`src/rtl/cfg_ring_pkg.sv`:
```
// Package: shared widths and types for the configuration ring node.
// Assumes a byte-wide ring and one byte per loop-counter end value.
package cfg_ring_pkg;
    localparam int BYTE_W = 8;
    localparam int ID_W   = 6;

    typedef logic [BYTE_W-1:0] ring_byte_t;
    typedef logic [ID_W-1:0]   kernel_id_t;
endpackage

```
`src/rtl/ring_stage.sv`:
```
// Module: ring_stage
// One-entry register stage on the ring with a valid/ready handshake.
// Every accepted byte leaves one cycle later, unchanged.
// Assumes out_ready does not depend combinationally on in_valid.
module ring_stage
    import cfg_ring_pkg::*;
(
    input  logic       clk,
    input  logic       rst_n,
    input  logic       in_valid,
    output logic       in_ready,
    input  ring_byte_t in_data,
    output logic       out_valid,
    input  logic       out_ready,
    output ring_byte_t out_data,
    output logic       accept
);
    // Space is free when the stage is empty or is being drained this cycle.
    always_comb begin
        in_ready = !out_valid || out_ready;
        accept   = in_valid && in_ready;
    end

    // Load the holding register on accept; clear valid once drained.
    always_ff @(posedge clk) begin
        if (!rst_n) begin
            out_valid <= 1'b0;
            out_data  <= '0;
        end else if (accept) begin
            out_valid <= 1'b1;
            out_data  <= in_data;
        end else if (out_ready) begin
            out_valid <= 1'b0;
        end
    end

    AST_HOLD_ON_STALL: assert property (@(posedge clk) disable iff (!rst_n)
        (out_valid && !out_ready) |=> (out_valid && $stable(out_data)));

    AST_VALID_AFTER_ACCEPT: assert property (@(posedge clk) disable iff (!rst_n)
        accept |=> out_valid);
endmodule

```
`src/rtl/cfg_capture.sv`:
```
// Module: cfg_capture
// Tracks message framing on the ring. Each message is one header and then
// PAYLOAD_BYTES payload bytes. Payload of a message whose header kernel ID
// matches KERNEL_ID is staged byte by byte. Only a complete message is
// copied into the armed bank.
// Assumes every node on the ring uses the same payload length.
module cfg_capture
    import cfg_ring_pkg::*;
#(
    parameter int         PAYLOAD_BYTES = 6,
    parameter kernel_id_t KERNEL_ID     = '0
) (
    input  logic                                 clk,
    input  logic                                 rst_n,
    input  logic                                 accept,
    input  ring_byte_t                           in_data,
    output logic [PAYLOAD_BYTES-1:0][BYTE_W-1:0] armed_cfg
);
    localparam int POS_W = $clog2(PAYLOAD_BYTES + 1);
    localparam logic [POS_W-1:0] LAST_POS = POS_W'(PAYLOAD_BYTES);

    logic [POS_W-1:0]                     pos;
    logic                                 hit;
    logic [PAYLOAD_BYTES-1:0][BYTE_W-1:0] stage_q;
    logic                                 is_header;
    logic                                 msg_end;

    // Decode the position of the current byte within its message.
    always_comb begin
        is_header = (pos == '0);
        msg_end   = accept && (pos == LAST_POS);
    end

    // Advance the framing counter; latch the header match.
    always_ff @(posedge clk) begin
        if (!rst_n) begin
            pos <= '0;
            hit <= 1'b0;
        end else if (accept) begin
            if (is_header) begin
                hit <= (in_data[ID_W-1:0] == KERNEL_ID);
                pos <= POS_W'(1);
            end else if (pos == LAST_POS) begin
                pos <= '0;
            end else begin
                pos <= pos + POS_W'(1);
            end
        end
    end

    genvar b;
    generate
        for (b = 0; b < PAYLOAD_BYTES; b++) begin : g_byte
            localparam logic [POS_W-1:0] MY_POS = POS_W'(b + 1);
            // Stage payload byte b of a matching message.
            always_ff @(posedge clk) begin
                if (!rst_n)
                    stage_q[b] <= '0;
                else if (accept && hit && pos == MY_POS)
                    stage_q[b] <= in_data;
            end
            // Arm byte b at the end of a complete matching message.
            always_ff @(posedge clk) begin
                if (!rst_n)
                    armed_cfg[b] <= '0;
                else if (msg_end && hit)
                    armed_cfg[b] <= (b == PAYLOAD_BYTES - 1) ? in_data : stage_q[b];
            end
        end
    endgenerate

    AST_POS_RANGE: assert property (@(posedge clk) disable iff (!rst_n)
        pos <= LAST_POS);

    AST_ARM_ONLY_AT_END: assert property (@(posedge clk) disable iff (!rst_n)
        !$stable(armed_cfg) |-> $past(msg_end && hit));
endmodule

```
`src/rtl/loop_sequencer.sv`:
```
// Module: loop_sequencer
// Copies the armed configuration into an active bank at start and steps
// NUM_LOOPS nested counters from zero to their end values, one iteration
// per cycle, with counter 0 fastest. done pulses one cycle after the last
// iteration. A start while busy is ignored.
// Assumes start is sampled only while idle.
module loop_sequencer
    import cfg_ring_pkg::*;
#(
    parameter int NUM_LOOPS  = 3,
    parameter int FLAG_BYTES = 3
) (
    input  logic                                          clk,
    input  logic                                          rst_n,
    input  logic [NUM_LOOPS+FLAG_BYTES-1:0][BYTE_W-1:0]   armed_cfg,
    input  logic                                          start,
    output logic                                          busy,
    output logic                                          done,
    output logic [NUM_LOOPS-1:0][BYTE_W-1:0]              idx,
    output logic [FLAG_BYTES*BYTE_W-1:0]                  flags
);
    logic [NUM_LOOPS+FLAG_BYTES-1:0][BYTE_W-1:0] active_q;
    logic [NUM_LOOPS-1:0][BYTE_W-1:0]            cnt_q;
    logic [NUM_LOOPS-1:0]                        wrap;
    logic [NUM_LOOPS-1:0]                        step;
    logic                                        launch;
    logic                                        finish;

    // Expose the flag bytes of the active bank as a flat vector.
    always_comb begin
        for (int f = 0; f < FLAG_BYTES; f++)
            flags[f*BYTE_W +: BYTE_W] = active_q[NUM_LOOPS + f];
        idx    = cnt_q;
        launch = start && !busy;
        finish = busy && step[NUM_LOOPS-1] && wrap[NUM_LOOPS-1];
    end

    genvar k;
    generate
        for (k = 0; k < NUM_LOOPS; k++) begin : g_loop
            // Carry chain: a counter steps when all faster ones wrap.
            if (k == 0) begin : g_first
                always_comb step[k] = 1'b1;
            end else begin : g_next
                always_comb step[k] = step[k-1] && wrap[k-1];
            end
            always_comb wrap[k] = (cnt_q[k] == active_q[k]);

            // Counter k: clear at launch, step or wrap while running.
            always_ff @(posedge clk) begin
                if (!rst_n)
                    cnt_q[k] <= '0;
                else if (launch)
                    cnt_q[k] <= '0;
                else if (busy && step[k] && !finish)
                    cnt_q[k] <= wrap[k] ? '0 : cnt_q[k] + 1'b1;
            end

            AST_IDX_BOUND: assert property (@(posedge clk) disable iff (!rst_n)
                busy |-> (cnt_q[k] <= active_q[k]));
        end
    endgenerate

    // Active bank loads only when a run is launched.
    always_ff @(posedge clk) begin
        if (!rst_n)
            active_q <= '0;
        else if (launch)
            active_q <= armed_cfg;
    end

    // Run state and the done pulse.
    always_ff @(posedge clk) begin
        if (!rst_n) begin
            busy <= 1'b0;
            done <= 1'b0;
        end else begin
            done <= finish;
            if (launch)
                busy <= 1'b1;
            else if (finish)
                busy <= 1'b0;
        end
    end

    AST_DONE_SINGLE: assert property (@(posedge clk) disable iff (!rst_n)
        done |=> !done);

    AST_DONE_AFTER_RUN: assert property (@(posedge clk) disable iff (!rst_n)
        done |-> ($past(busy) && !busy));

    AST_CFG_HELD_IN_RUN: assert property (@(posedge clk) disable iff (!rst_n)
        (busy && $past(busy)) |-> $stable(active_q));

    AST_START_IGNORED: assert property (@(posedge clk) disable iff (!rst_n)
        (busy && start && !finish) |=> busy);
endmodule

```
`src/rtl/cfg_ring_node.sv`:
```
// Module: cfg_ring_node
// One node of the byte-wide configuration ring. It forwards every packet
// with one cycle of latency and captures the payload of messages addressed
// to KERNEL_ID. The captured configuration (loop end values, then flag
// bytes) drives a nested loop sequencer at the next start.
// Assumes ring-wide framing with a fixed payload of NUM_LOOPS+FLAG_BYTES bytes.
module cfg_ring_node
    import cfg_ring_pkg::*;
#(
    parameter int         NUM_LOOPS  = 3,
    parameter int         FLAG_BYTES = 3,
    parameter kernel_id_t KERNEL_ID  = 6'd5
) (
    input  logic                          clk,
    input  logic                          rst_n,
    input  logic                          in_valid,
    output logic                          in_ready,
    input  logic [7:0]                    in_data,
    output logic                          out_valid,
    input  logic                          out_ready,
    output logic [7:0]                    out_data,
    input  logic                          start,
    output logic                          busy,
    output logic                          done,
    output logic                          loop_valid,
    output logic [NUM_LOOPS*8-1:0]        loop_idx,
    output logic [FLAG_BYTES*8-1:0]       cfg_flags
);
    localparam int PAYLOAD_BYTES = NUM_LOOPS + FLAG_BYTES;

    logic                                 accept;
    logic [PAYLOAD_BYTES-1:0][BYTE_W-1:0] armed_cfg;
    logic [NUM_LOOPS-1:0][BYTE_W-1:0]     idx;

    ring_stage u_stage (
        .clk       (clk),
        .rst_n     (rst_n),
        .in_valid  (in_valid),
        .in_ready  (in_ready),
        .in_data   (in_data),
        .out_valid (out_valid),
        .out_ready (out_ready),
        .out_data  (out_data),
        .accept    (accept)
    );

    cfg_capture #(
        .PAYLOAD_BYTES (PAYLOAD_BYTES),
        .KERNEL_ID     (KERNEL_ID)
    ) u_capture (
        .clk       (clk),
        .rst_n     (rst_n),
        .accept    (accept),
        .in_data   (in_data),
        .armed_cfg (armed_cfg)
    );

    loop_sequencer #(
        .NUM_LOOPS  (NUM_LOOPS),
        .FLAG_BYTES (FLAG_BYTES)
    ) u_seq (
        .clk       (clk),
        .rst_n     (rst_n),
        .armed_cfg (armed_cfg),
        .start     (start),
        .busy      (busy),
        .done      (done),
        .idx       (idx),
        .flags     (cfg_flags)
    );

    // Flatten indices; valid iterations are exactly the busy cycles.
    always_comb begin
        loop_idx   = idx;
        loop_valid = busy;
    end

    AST_NO_VALID_WITH_DONE: assert property (@(posedge clk) disable iff (!rst_n)
        done |-> !loop_valid);
endmodule

```
`config.mk`:
```
export PLATFORM = sky130hd
export DESIGN_NAME = cfg_ring_node
export DESIGN_NICKNAME = d
export VERILOG_FILES = /design/src/rtl/cfg_ring_pkg.sv /design/src/rtl/ring_stage.sv /design/src/rtl/cfg_capture.sv /design/src/rtl/loop_sequencer.sv /design/src/rtl/cfg_ring_node.sv
export SDC_FILE = /design/constraint.sdc
export NUM_CORES = 1
export LEC_CHECK = 0
export BUFFER_PORTS_ARGS = -buffer_cell sky130_fd_sc_hd__buf_2
export CAP_MARGIN = 20
export CORE_MARGIN = 2
export CORE_UTILIZATION = 30
export CTS_BUF_LIST = sky130_fd_sc_hd__clkbuf_8 sky130_fd_sc_hd__clkbuf_16
export DETAILED_ROUTE_END_ITERATION = 8
export GPL_ROUTABILITY_DRIVEN = 0
export PLACE_DENSITY = 0.46
export SYNTH_ARGS = -nofsm -noshare
export SYNTH_HDL_FRONTEND = slang
export SYNTH_SLANG_ARGS = --single-unit
```
`constraint.sdc`:
```
create_clock -name clk -period 4.9 [get_ports clk]
set_clock_uncertainty 0.1 [all_clocks]
set_input_delay 0.245 -clock clk [delete_from_list [all_inputs] [get_ports clk]]
set_output_delay 0.245 -clock clk [all_outputs]
set_load 0.05 [all_outputs]
```
; ---- Word level (Yosys, flattened, before mapping)
; Index checks and enable logic that the tools add are counted.
[classes]
add_sub_neg = 4
eq_ne = 10
muxes = 9
bitwise = 1
n_reduce_logical = 26
[op_table]
columns = cell, count
row1 = adder 8 x 1 -> 8 bit (second input constant), 3
row2 = == test 8 bit, 3
row3 = 2-to-1 mux 8 bit, 3
row4 = logical AND 1 bit, 17
row5 = == test 3 bit (second input constant), 3
row6 = == test 3 x 2 -> 1 bit (second input constant), 2
row7 = == test 6 x 3 -> 1 bit (second input constant), 1
row8 = 2-to-1 mux 3 bit, 2
row9 = 2-to-1 mux 1 bit, 4
row10 = nonzero test 2 bit, 2
row11 = adder 3 x 1 -> 3 bit (second input constant), 1
row12 = == test 3 x 1 -> 1 bit (second input constant), 1
row13 = logical NOT 1 bit, 3
row14 = logical NOT 3 bit, 1
row15 = AND reduction 2 bit, 1
row16 = OR reduction 2 bit, 1
row17 = logical OR 1 bit, 1
row18 = NOT 1 bit, 1
[word_totals]
regBits = 175
output_inout_bits = 61

; ---- Depth between registers and ports, before layout
[logic_depth]
depth_word = 6
mapped_depth = 7
mapped_depth_nobuf = 6

; ---- Hierarchy
; From an unflattened synthesis, not the netlist that was laid out.
[hier_totals]
cells_unflattened = 819
hier_area_um2 = 7518.5
[by_module_without_submodules]
columns = module, instances, cells_per_inst, area_per_inst_um2
row1 = loop_sequencer, 1, 444, 3647.2
row2 = cfg_capture, 1, 334, 3488.3
row3 = ring_stage, 1, 40, 375.4
row4 = cfg_ring_node, 1, 1, 7.5

; ---- Worst setup path before layout
; Ideal clock, no wire load.
[synth_path]
path_kind = reg2reg
start = register u_stage.out_valid
end = register u_capture.armed_cfg[10] (netlist name)
setup_ns = 0.116
arrival_ns = 2.168
required_ns = 4.684
slack_ns = 2.516
path_stages_with_launch = 8
n_path_buf = 2
period_less_slack_ns = 2.384
cell_sequence = dfxtp_1 nand2b_1 and2_1 nand4_1 buf_4 buf_4 mux2i_1 nor2b_1
[synth_via]
elab_chain_len = 5
[synth_lines]
columns = element, line
row1 = start: declaration, ring_stage.sv:13  ; output logic out_valid,
row2 = start signal: assignment, ring_stage.sv:27  ; out_valid <= 1'b0;
row3 = start signal: assignment, ring_stage.sv:30  ; out_valid <= 1'b1;
row4 = start signal: assignment, ring_stage.sv:33  ; out_valid <= 1'b0;
row5 = logical NOT 1 bit, ring_stage.sv:20  ; in_ready = !out_valid || out_ready;
row6 = logical OR 1 bit, ring_stage.sv:20
row7 = net in_ready, cfg_ring_node.sv:17  ; output logic in_ready,
row8 = logical AND 1 bit, ring_stage.sv:21  ; accept = in_valid && in_ready;
row9 = logical AND 1 bit, cfg_capture.sv:31  ; msg_end = accept && (pos == LAST_POS);
row10 = logical AND 1 bit, cfg_capture.sv:66  ; else if (msg_end && hit)
row11 = end signal: indexed assignment, cfg_capture.sv:67  ; armed_cfg[b] <= (b == PAYLOAD_BYTES - 1) ? in_data : stage_q[b];
row12 = end: declaration, cfg_capture.sv:17  ; output logic [PAYLOAD_BYTES-1:0][BYTE_W-1:0] armed_cfg
; The timed path passes the listed nets, and every way through them passes these cells.
; A chain may end at the register's enable or synchronous reset.

; ---- Worst setup path in the final report
[layout_path]
start = register u_seq.busy
end = register u_seq.cnt_q, in the netlist u_seq.idx[10]
[layout_via]
elab_chain_len = 4
[layout_lines]
columns = element, line
row1 = start: declaration, loop_sequencer.sv:17  ; output logic busy,
row2 = start signal: assignment, loop_sequencer.sv:75  ; busy <= 1'b0;
row3 = start signal: assignment, loop_sequencer.sv:80  ; busy <= 1'b1;
row4 = start signal: assignment, loop_sequencer.sv:82  ; busy <= 1'b0;
row5 = logical AND 1 bit (2 in a row), loop_sequencer.sv:35  ; finish = busy && step[NUM_LOOPS-1] && wrap[NUM_LOOPS-1];
row6 = logical NOT 1 bit, loop_sequencer.sv:55  ; else if (busy && step[k] && !finish)
row7 = logical AND 1 bit, loop_sequencer.sv:55
row8 = end signal: indexed assignment, loop_sequencer.sv:56  ; cnt_q[k] <= wrap[k] ? '0 : cnt_q[k] + 1'b1;
row9 = end: declaration, loop_sequencer.sv:23  ; logic [NUM_LOOPS-1:0][BYTE_W-1:0] cnt_q;
; Parallel ways exist; a longest one is shown, timed or not.

==> flow_summary.yaml <==
global_routing:
  globalRouteMet3Util_pct: 2.87
  busiest_layer: "met2"
  antenna_found_initial: 0
  track_usage_pct: 13.7
  grt_overflow: 0
  met2_usage_pct: 20.6
  grt_pass1_wl_mm: 28.7
  grt_pass1_vias: 5135
  grt_use_met1_pct: 19.5
  grt_max_degree: 122
timing:
  fmax_ghz: 0.387
  final_hold_viol_count: 0
  setup_slack_ns: 2.32
  tightestPinTransition_ns: 1.03
  period_minus_slack_ns: 2.58
  min_period_over_period_pct: 52.7
  drv_slew: 0
  slew_headroom_pct: 31.3
  setup_viol: 0
  setup_tns_ns: 0
  rsz0062_at_grt: "false"
routing:
  routed_wl_mm: 17.6
  antenna_left: 0
  remaining_drc_errors: 0
  vias: 5336
  avgViaCountPerCell: 4.55
  drt_iter0_markers: 329
  dr.pass1.iters: 4
  wire_per_inst_um: 15.0
clock_network:
  root_buffer: "clkbuf_16"
  ctsHoldBuffers: 1
  clk_pin_slew_worst_paths_ns: 0.07
  numCtsBuffers: 17
  worstSkewPairLatency_ns: 0.43
  tritoncts: "built"
  cts_buffer_depth: 2
  cts.htree.levels: 4
  cts_resized: 0
  postCtsSetupRepairBufs: 0
  cts_num_sinks: 175
run_status:
  status: "completed"
layout:
  final_cells: 1173
  final_common_cell: "dfxtp_1"
  fillers: 2596
  nets: 847
  layout.area.seq_um2: 3500
  multi_input_area_um2: 3680
  drive_above_1_share_pct: 15.4
  antennaDiodeCount: 0
  syn2layout_area_growth_pct: 13.8
  final_cell_area_um2: 8670
  final_cell_mix: "dfxtp_1, nand2_1, mux2i_1, nor2b_1, buf_2"
power:
  p_total_mw: 3.09
  powerDensity_nw_per_um2: 356
  leakage_nw: 3.57
  max-vdd-ir-drop_v: 0.000183
logic_synthesis:
  synth_cells: 803
  synth_edf_count: 0
  synth.avg_cell_area_um2: 9.48
  synthesis.nets: 820
  synth_area_um2: 7620
  synth_ff_type: "dfxtp_1"
  synth_seq_cells: 175
  ys_warn_count: 0
  ys_seq_area_share_pct: 46.0
  synthArstFlopShare_pct: 0
  ys_types: 49
setup_path:
  worst_path_max_delay_cell: "dfxtp_1"
  cp-end-kind: "register"
  critPathKind: "register to register"
  start_kind: "register"
  worstPathRequired_ns: 5.15
  slowest_delay_ns: 0.72
  critPathArrivalTime_ns: 2.83
  cp_cell_sequence: "nand2b_2 > nand2_1 > a21oi_1 > nand2_2 > o221ai_1"
  critPathMaxFanout: 16
placement:
  place_area_um2: 8050
  dp_cells: 1140
  pre_cts_slack_ns: 2.32
  dp_hpwl_mm: 11.0
  io_buffers: 73
floorplanning:
  die_w_um: 163
  die_y_um: 163
  coreArea_um2: 25000
  ioPinCount: 74
  start_util_pct: 30.4
  dieArea_um2: 26700
  row_count: 58
flow_run:
  max-cap-violations: 0
worst_hold_path:
  hold_class: "primary input to register"
==> logic make-up after synthesis <==
logic type / share of synthesized area (%)
and+or+nand+nor: 22.7
DFF: 46.0
muxes: 12.9
AOI/OAI and AO/OA: 9.10
buffers and inverters: 5.82
xor gates and xnor gates: 2.86
adders and majority gates: 0.657
==> path summary, 6_finish.rpt <==
path                                              start             endpoint  slack, ns  depth (start not counted)
worst max-delay path                         u_seq.busy        u_seq.idx[10]       2.32                          5
worst min-delay path                         in_data[1]  u_stage.out_data[1]       0.09                          3
worst max register to register               u_seq.busy        u_seq.idx[10]       2.32                          5
worst min register to register  u_capture.armed_cfg[12]   u_seq.active_q[12]       0.36                          2
==> worst max-delay path, delay by kind of cell, from the launching register on <==
family | cells | cell delay [ns]
flip-flops | 1 | 0.72
AO/OA/AOI/OAI | 2 | 0.76
AND/OR/NAND/NOR | 3 | 0.92
==> cell type report <==
type | count | share of cell area, %
multi-input combinational | 545 | 42.4
clock inverter | 11 | 1.50
timing repair buffer | 80 | 4.88
sequential | 175 | 40.4
clock buffer | 21 | 5.54
tap | 330 | 4.76
inverter | 11 | 0.476
==> metal layers <==
metal,routed length (um),part of all wire (%)
met1,9140,52
met2,7520,43
met3,716,4.1
met4,207,1.2
met5,0,0
==> report_power, final <==
| part | internal [mW] | total [mW] | switching [mW] |
|---|---|---|---|
| registers | 1.43 | 1.45 | 0.0194 |
| clock network | 0.812 | 1.40 | 0.593 |
| logic | 0.0602 | 0.229 | 0.169 |
==> state kept, by name, indices dropped and copies added (netlist names) <==
name,count
u_seq.done,1
u_stage.out_valid,1
u_seq.active_q,24
u_capture.hit,1
u_seq.flags,24
u_seq.idx,24
u_stage.out_data,8
u_capture.pos,3
u_capture.stage_q,40
u_seq.busy,1
u_capture.armed_cfg,48
==> synthesized netlist by cell type, types with 4 or more instances <==
cell type | number | area share [%]
xnor2_1 | 7 | 0.81
o21ai_0 | 8 | 0.53
or4_1 | 5 | 0.49
nor2_1 | 9 | 0.44
nor4_2 | 5 | 0.82
mux2i_1 | 98 | 13
a21oi_1 | 8 | 0.53
a21boi_0 | 58 | 5.7
nor2b_1 | 92 | 7.6
nand2_1 | 142 | 7.0
inv_1 | 11 | 0.54
buf_2 | 9 | 0.59
nand3_1 | 17 | 1.1
nand2b_1 | 8 | 0.66
nand4_1 | 10 | 0.82
xor2_1 | 16 | 1.8
buf_4 | 28 | 2.8
ha_1 | 4 | 0.66
dfxtp_1 | 175 | 46
and2_1 | 5 | 0.41
clkbuf_1 | 31 | 1.5
and3_1 | 7 | 0.57
==> metrics by stage <==
stage                     hold WS [ns]  utilization (%)
after floorplan                  0.284                -
after global placement           0.354             32.2
after detailed placement         0.358             32.2
after CTS                       0.0784             34.6
after global routing             0.110             34.6
final                           0.0939             34.6
(Power assumes the default switching activity.)
